--- config.mk ---
export PLATFORM = sky130hd
export DESIGN_NAME = ctrl_seq
export DESIGN_NICKNAME = d
export VERILOG_FILES = /design/src/rtl/ctrl_seq_pkg.sv /design/src/rtl/ctrl_seq_dec.sv /design/src/rtl/ctrl_seq_fsm.sv /design/src/rtl/ctrl_seq_pcu.sv /design/src/rtl/ctrl_seq_stage.sv /design/src/rtl/ctrl_seq.sv
export SDC_FILE = /design/constraint.sdc
export NUM_CORES = 1
export LEC_CHECK = 0
export CORE_ASPECT_RATIO = 1.25
export CORE_UTILIZATION = 50
export CTS_BUF_LIST = sky130_fd_sc_hd__clkbuf_4 sky130_fd_sc_hd__clkbuf_8
export DETAILED_ROUTE_END_ITERATION = 10
export PLACE_DENSITY_LB_ADDON = 0.15
export SKIP_LAST_GASP = 1
export SLEW_MARGIN = 25
export SYNTH_ARGS = -nofsm -noshare
export SYNTH_HDL_FRONTEND = slang
export SYNTH_SLANG_ARGS = --single-unit
--- constraint.sdc ---
create_clock -name clk_i -period 6.05 [get_ports clk_i]
set_input_delay 0.9075 -clock clk_i [delete_from_list [all_inputs] [get_ports clk_i]]
set_output_delay 0.9075 -clock clk_i [all_outputs]
set_load 0.05 [all_outputs]
--- src/rtl/ctrl_seq_pkg.sv ---
package ctrl_seq_pkg;
  localparam int RAW  = 3;
  localparam int TGTW = 12;
  localparam int NSRC = 3;
  localparam int BUS_MEM = 0;
  localparam int BUS_RF  = 1;
  localparam int BUS_OUT = 2;

  typedef enum logic [2:0] {
    ST_FETCH_ADDR,
    ST_FETCH_WAIT,
    ST_DECODE,
    ST_EXEC_OP1,
    ST_EXEC_OP2,
    ST_WRITEBACK
  } st_e;

  typedef enum logic [2:0] {
    ALU_ADD = 3'd0,
    ALU_SUB = 3'd1,
    ALU_AND = 3'd2,
    ALU_OR  = 3'd3,
    ALU_XOR = 3'd4
  } alu_op_e;

  typedef enum logic [1:0] {
    IC_NOP,
    IC_ALU,
    IC_JMP
  } iclass_e;

  typedef struct packed {
    iclass_e          cls;
    alu_op_e          op;
    logic [RAW-1:0]   rd;
    logic [RAW-1:0]   rs1;
    logic [RAW-1:0]   rs2;
    logic [TGTW-1:0]  tgt;
  } dec_t;
endpackage

--- src/rtl/ctrl_seq_dec.sv ---
module ctrl_seq_dec
  import ctrl_seq_pkg::*;
(
  input  logic [15:0] ir_i,
  output dec_t        dec_o
);
  logic [3:0] opc;
  assign opc = ir_i[15:12];

  always_comb begin
    dec_o.rd  = ir_i[11:9];
    dec_o.rs1 = ir_i[8:6];
    dec_o.rs2 = ir_i[5:3];
    dec_o.tgt = ir_i[TGTW-1:0];
    dec_o.cls = IC_NOP;
    dec_o.op  = ALU_ADD;
    unique case (opc)
      4'd1: begin dec_o.cls = IC_ALU; dec_o.op = ALU_ADD; end
      4'd2: begin dec_o.cls = IC_ALU; dec_o.op = ALU_SUB; end
      4'd3: begin dec_o.cls = IC_ALU; dec_o.op = ALU_AND; end
      4'd4: begin dec_o.cls = IC_ALU; dec_o.op = ALU_OR;  end
      4'd5: begin dec_o.cls = IC_ALU; dec_o.op = ALU_XOR; end
      4'd6: dec_o.cls = IC_JMP;
      default: dec_o.cls = IC_NOP;
    endcase
  end
endmodule

--- src/rtl/ctrl_seq_fsm.sv ---
module ctrl_seq_fsm
  import ctrl_seq_pkg::*;
(
  input  logic            clk_i,
  input  logic            rst_ni,
  input  logic            ready_i,
  input  iclass_e         cls_i,
  output logic            vma_o,
  output logic [NSRC-1:0] bus_oe_o,
  output logic            addr_ld_o,
  output logic            ir_ld_o,
  output logic            pc_inc_o,
  output logic            pc_jmp_o,
  output logic            opreg_ld_o,
  output logic            outreg_ld_o,
  output logic            rf_we_o,
  output logic            rs_sel_o
);
  st_e state_q, state_d;

  always_ff @(posedge clk_i or negedge rst_ni) begin
    if (!rst_ni) state_q <= ST_FETCH_ADDR;
    else         state_q <= state_d;
  end

  always_comb begin
    state_d     = state_q;
    vma_o       = 1'b0;
    bus_oe_o    = '0;
    addr_ld_o   = 1'b0;
    ir_ld_o     = 1'b0;
    pc_inc_o    = 1'b0;
    pc_jmp_o    = 1'b0;
    opreg_ld_o  = 1'b0;
    outreg_ld_o = 1'b0;
    rf_we_o     = 1'b0;
    rs_sel_o    = 1'b0;
    unique case (state_q)
      ST_FETCH_ADDR: begin
        addr_ld_o = 1'b1;
        state_d   = ST_FETCH_WAIT;
      end
      ST_FETCH_WAIT: begin
        vma_o             = 1'b1;
        bus_oe_o[BUS_MEM] = 1'b1;
        if (ready_i) begin
          ir_ld_o = 1'b1;
          state_d = ST_DECODE;
        end
      end
      ST_DECODE: begin
        unique case (cls_i)
          IC_ALU: state_d = ST_EXEC_OP1;
          IC_JMP: begin pc_jmp_o = 1'b1; state_d = ST_FETCH_ADDR; end
          default: begin pc_inc_o = 1'b1; state_d = ST_FETCH_ADDR; end
        endcase
      end
      ST_EXEC_OP1: begin
        bus_oe_o[BUS_RF] = 1'b1;
        opreg_ld_o       = 1'b1;
        state_d          = ST_EXEC_OP2;
      end
      ST_EXEC_OP2: begin
        bus_oe_o[BUS_RF] = 1'b1;
        rs_sel_o         = 1'b1;
        outreg_ld_o      = 1'b1;
        state_d          = ST_WRITEBACK;
      end
      ST_WRITEBACK: begin
        bus_oe_o[BUS_OUT] = 1'b1;
        rf_we_o           = 1'b1;
        pc_inc_o          = 1'b1;
        state_d           = ST_FETCH_ADDR;
      end
      default: state_d = ST_FETCH_ADDR;
    endcase
  end
endmodule

--- src/rtl/ctrl_seq_pcu.sv ---
module ctrl_seq_pcu
  import ctrl_seq_pkg::*;
#(
  parameter int AW = 16,
  parameter int DW = 16
) (
  input  logic            clk_i,
  input  logic            rst_ni,
  input  logic            addr_ld_i,
  input  logic            pc_inc_i,
  input  logic            pc_jmp_i,
  input  logic [TGTW-1:0] tgt_i,
  input  logic            ir_ld_i,
  input  logic [DW-1:0]   bus_i,
  output logic [AW-1:0]   pc_o,
  output logic [AW-1:0]   addr_o,
  output logic [DW-1:0]   ir_o
);
  localparam logic [AW-1:0] PC_STEP = AW'(1);

  always_ff @(posedge clk_i or negedge rst_ni) begin
    if (!rst_ni) begin
      pc_o   <= '0;
      addr_o <= '0;
      ir_o   <= '0;
    end else begin
      if (pc_jmp_i)      pc_o <= AW'(tgt_i);
      else if (pc_inc_i) pc_o <= pc_o + PC_STEP;
      if (addr_ld_i)     addr_o <= pc_o;
      if (ir_ld_i)       ir_o   <= bus_i;
    end
  end
endmodule

--- src/rtl/ctrl_seq_stage.sv ---
module ctrl_seq_stage
  import ctrl_seq_pkg::*;
#(
  parameter int DW = 16
) (
  input  logic            clk_i,
  input  logic            rst_ni,
  input  logic [NSRC-1:0] bus_oe_i,
  input  logic [DW-1:0]   mem_data_i,
  input  logic [DW-1:0]   rf_data_i,
  input  logic [DW-1:0]   alu_y_i,
  input  logic            opreg_ld_i,
  input  logic            outreg_ld_i,
  output logic [DW-1:0]   bus_o,
  output logic [DW-1:0]   opreg_o
);
  logic [DW-1:0] outreg_q;
  logic [DW-1:0] src   [NSRC];
  logic [DW-1:0] gated [NSRC];
  logic [DW-1:0] acc   [NSRC+1];

  assign src[BUS_MEM] = mem_data_i;
  assign src[BUS_RF]  = rf_data_i;
  assign src[BUS_OUT] = outreg_q;

  // enable-gated OR models the shared tri-state bus
  assign acc[0] = '0;
  for (genvar g = 0; g < NSRC; g++) begin : g_bus
    assign gated[g]  = src[g] & {DW{bus_oe_i[g]}};
    assign acc[g+1]  = acc[g] | gated[g];
  end
  assign bus_o = acc[NSRC];

  always_ff @(posedge clk_i or negedge rst_ni) begin
    if (!rst_ni) begin
      opreg_o  <= '0;
      outreg_q <= '0;
    end else begin
      if (opreg_ld_i)  opreg_o  <= bus_o;
      if (outreg_ld_i) outreg_q <= alu_y_i;
    end
  end
endmodule

--- src/rtl/ctrl_seq.sv ---
module ctrl_seq
  import ctrl_seq_pkg::*;
#(
  parameter int DW = 16,
  parameter int AW = 16
) (
  input  logic            clk_i,
  input  logic            rst_ni,
  output logic [AW-1:0]   mem_addr_o,
  output logic            mem_rw_o,
  output logic            mem_vma_o,
  input  logic            mem_ready_i,
  input  logic [DW-1:0]   mem_data_i,
  output logic [RAW-1:0]  rf_raddr_o,
  input  logic [DW-1:0]   rf_rdata_i,
  output logic            rf_we_o,
  output logic [RAW-1:0]  rf_waddr_o,
  output logic [DW-1:0]   rf_wdata_o,
  output logic [2:0]      alu_op_o,
  output logic [DW-1:0]   alu_a_o,
  output logic [DW-1:0]   alu_b_o,
  input  logic [DW-1:0]   alu_y_i,
  output logic [NSRC-1:0] bus_oe_o,
  output logic [AW-1:0]   pc_o,
  output logic [DW-1:0]   ir_o
);
  dec_t          dec;
  logic          addr_ld, ir_ld, pc_inc, pc_jmp;
  logic          opreg_ld, outreg_ld, rs_sel;
  logic [DW-1:0] bus;

  ctrl_seq_dec u_dec (
    .ir_i  (ir_o[15:0]),
    .dec_o (dec)
  );

  ctrl_seq_fsm u_fsm (
    .clk_i       (clk_i),
    .rst_ni      (rst_ni),
    .ready_i     (mem_ready_i),
    .cls_i       (dec.cls),
    .vma_o       (mem_vma_o),
    .bus_oe_o    (bus_oe_o),
    .addr_ld_o   (addr_ld),
    .ir_ld_o     (ir_ld),
    .pc_inc_o    (pc_inc),
    .pc_jmp_o    (pc_jmp),
    .opreg_ld_o  (opreg_ld),
    .outreg_ld_o (outreg_ld),
    .rf_we_o     (rf_we_o),
    .rs_sel_o    (rs_sel)
  );

  ctrl_seq_pcu #(.AW(AW), .DW(DW)) u_pcu (
    .clk_i     (clk_i),
    .rst_ni    (rst_ni),
    .addr_ld_i (addr_ld),
    .pc_inc_i  (pc_inc),
    .pc_jmp_i  (pc_jmp),
    .tgt_i     (dec.tgt),
    .ir_ld_i   (ir_ld),
    .bus_i     (bus),
    .pc_o      (pc_o),
    .addr_o    (mem_addr_o),
    .ir_o      (ir_o)
  );

  ctrl_seq_stage #(.DW(DW)) u_stage (
    .clk_i       (clk_i),
    .rst_ni      (rst_ni),
    .bus_oe_i    (bus_oe_o),
    .mem_data_i  (mem_data_i),
    .rf_data_i   (rf_rdata_i),
    .alu_y_i     (alu_y_i),
    .opreg_ld_i  (opreg_ld),
    .outreg_ld_i (outreg_ld),
    .bus_o       (bus),
    .opreg_o     (alu_a_o)
  );

  assign mem_rw_o   = 1'b0;  // sequencer only issues reads
  assign rf_raddr_o = rs_sel ? dec.rs2 : dec.rs1;
  assign rf_waddr_o = dec.rd;
  assign rf_wdata_o = bus;
  assign alu_b_o    = bus;
  assign alu_op_o   = dec.op;
endmodule

==> results_dict.tcl <==
set metrics [dict create \
    synth_nets 458 \
    internal_power_mw 1.89 \
    rows 38 \
    area_growth_pct 37.5 \
    gp_routability_congestion 0.823 \
    antenna_found_initial 0 \
    clock_skew_ps 5.01 \
    initialDrtViolationCount 161 \
    timing.hold.ws_ps 484 \
    fillers 718 \
    cts-resized-gates 0 \
    setup_violations 0 \
    top_layer "met4" \
    power.switching_mw 2.05 \
    track_usage_pct 24.4 \
    fin_crit_ps 4050 \
    clock_sinks 83 \
    synth.avg_cell_area_um2 11.0 \
    ys_ff_latch 83 \
    grt_pass1_vias 3566 \
    ys_seq_area_share_pct 46.8 \
    fin_crit_sh_pct 67.0 \
    vias_per_cell 5.63 \
    ant_nets 0 \
    r2r_setup_slack_ps 3310 \
    synth_area_um2 4440 \
    placed_cells 638 \
    root_buffer "clkbuf_8" \
    drcViolationCount 0 \
    tightest_slew_ps 965 \
    chipHeight_um 107 \
    numCtsBuffers 9 \
    htree_num_levels 3 \
    final_cells 653 \
    die_x_um 86.2 \
    hold_violations 0 \
    final_cell_mix "159 x clkdlybuf4s50_1, 83 x dfrtp_1, 45 x nand2_1" \
    syn_inst 404 \
    io_buffers 160 \
    leakage_nw 2.63 \
    pwr-share-comb_pct 65.5 \
    clkTransAtPathRegs_ps 80 \
    relSlewSlack_pct 35.3 \
    grt-ovfl-total 0 \
    synth_edf_count 0 \
    endpoint_kind "primary output" \
    synth_cell_types 51 \
    drive_gt1_share_pct 15.9 \
    clk-insertion-delay-late_ps 360 \
    fin_nets 583 \
    worstPathArrival_ps 3140 \
    power_density_nw_per_um2 646 \
    crit_required_ps 5140 \
    grt_max_degree 52 \
    routed_wl_um 11100 \
    via_count 3677 \
    antennaDiodeCount 0 \
    fin_ws_ps 2000 \
    hpwl_um 8040 \
    tns_ps 0 \
    max_freq_mhz 247 \
    cts_setup_buffers 0 \
    start_util_pct 51.3 \
    maxSlewViolCount 0 \
    wl_met1_um 4380 \
    crit_path_start_kind "flop" \
    firstDrtPassIters 4 \
    die_area_um2 9250 \
    cts_hold_buf 0 \
    routedWlPerCell_um 16.9 \
    ir_worst_vdd_v 0.000417 \
    cts_tree "yes" \
    cts_buffer_depth 2 \
    seqPwrFrac_pct 24.0 \
    grt_pass1_wl_um 17400 \
    rsz0062_at_grt "false" \
    io_pins 162 \
    synth-warning-count 0 \
    layout_commonest_cell "clkdlybuf4s50_1" \
    hold_class "reg2reg" \
    critPathMaxFanout 34 \
    max_cap_violations 0 \
    wl_met2_um 5770 \
    path_class "reg2out" \
    swShare_pct 52.0 \
    core-area_um2 8650 \
    wl_met3_um 722 \
    clkPwrFrac_pct 10.5 \
    async_flop_share_pct 100 \
    status "complete, no violations" \
    ys.flop_type "dfrtp_1" \
    pre_cts_ws_ps 2340 \
]
[layout make-up]
cell class / instances / area [um2] / share of cell area, %
timing repair buffer: 165 / 1660 / 27.2
clock inverter: 2 / 35.0 / 0.574
inverter: 3 / 11.3 / 0.185
tap: 120 / 150 / 2.46
clock buffer: 13 / 166 / 2.73
sequential: 83 / 2080 / 34.1
multi-input combinational: 267 / 2000 / 32.8
[synth_stat cells, types with 2 or more instances]
| master | n | area share, % |
|---|---|---|
| ha_1 | 3 | 0.85 |
| mux2i_1 | 17 | 3.8 |
| a21oi_1 | 20 | 2.3 |
| nor4_1 | 2 | 0.28 |
| buf_6 | 7 | 1.8 |
| a21o_1 | 2 | 0.34 |
| nand3_1 | 23 | 2.6 |
| nand2_1 | 45 | 3.8 |
| buf_2 | 10 | 1.1 |
| nor2_1 | 4 | 0.34 |
| mux2_4 | 10 | 3.4 |
| nand2b_1 | 5 | 0.71 |
| a31oi_1 | 3 | 0.42 |
| nor3_1 | 3 | 0.34 |
| dfrtp_1 | 83 | 47 |
| a32oi_1 | 2 | 0.39 |
| mux2_2 | 41 | 10 |
| clkbuf_1 | 9 | 0.76 |
| inv_1 | 3 | 0.25 |
| o211ai_1 | 16 | 2.7 |
| or4_1 | 2 | 0.34 |
| nand3b_1 | 18 | 3.0 |
| buf_4 | 25 | 4.2 |
| o22ai_1 | 6 | 0.85 |
| and2_1 | 2 | 0.28 |
| nand4_1 | 3 | 0.42 |
| nor2b_4 | 2 | 0.62 |
| nand4bb_1 | 2 | 0.51 |
| o31ai_1 | 3 | 0.51 |
| and3_1 | 2 | 0.28 |
| or3_1 | 2 | 0.28 |
| or2_2 | 2 | 0.28 |
| o21ai_0 | 9 | 1.0 |
[worst paths after layout]
path	from	to	cells after the start
min in group asynchronous	rst_ni	u_pcu.addr_o[11]	1
hold reg to reg	u_stage.opreg_o[2]	u_stage.opreg_o[2]	2
max in group asynchronous	rst_ni	u_stage.outreg_q[1]	2
setup reg to reg	u_fsm.state_q[2]	u_pcu.ir_o[3]	4
hold / removal	u_stage.opreg_o[2]	u_stage.opreg_o[2]	2
setup / recovery	u_fsm.state_q[2]	bus_oe_o[1]	4
[metrics by stage]
stage               util [%]  power [mW]  instance area [um2]
global placement        67.8        3.51                 5870
floorplan                  -        2.86                 4440
finish                  70.5        3.94                 6100
detailed placement      68.1        3.54                 5900
global route            70.5        4.12                 6100
CTS                     70.5        3.96                 6100
[sequential cells by signal, indices dropped and copies added, names as in the netlist]
register and cells:
u_pcu.addr_o 16, u_pcu.ir_o 16, u_pcu.pc_o 16, u_stage.opreg_o 16
u_stage.outreg_q 16, u_fsm.state_q 3
[critical path: stages (launching register included)]
cell             delay, ps
dfrtp_1                520
nor2b_4                660
nand2_1                580
nand2b_1               210
clkdlybuf4s50_1        820
[routing by layer]
layer | GRT usage, % | vias up
met1 | 29.6 | 1819
met2 | 41.8 | 159
met5 | 0 | -
met4 | 10.5 | 0
li1 | - | 1683
met3 | 5.14 | 16
[power by group through the flow]
stage | clock, mW | combinational [mW] | sequential [mW]
detailed placement | 0 | 2.59 | 0.955
finish | 0.415 | 2.58 | 0.947
CTS | 0.422 | 2.59 | 0.946
global placement | 0 | 2.56 | 0.947
floorplan | 0 | 1.47 | 1.39
global route | 0.444 | 2.70 | 0.976
[logic make-up (layout without fill, tap and decap cells)]
kind of cell | count (synthesis) | after routing | synth area share (%)
adder cells (fa/ha/maj) | 3 | 3 | 0.846
flip-flops | 83 | 83 | 46.8
buffers and inverters | 54 | 183 | 8.15
multiplexers | 68 | 68 | 17.6
other | 1 | 1 | 0.0845
AND/OR/NAND/NOR | 127 | 127 | 16.5
XOR/XNOR | 1 | 1 | 0.197
AO/OA/AOI/OAI | 67 | 67 | 9.76
Note: power is estimated with default switching activity, not from simulation.
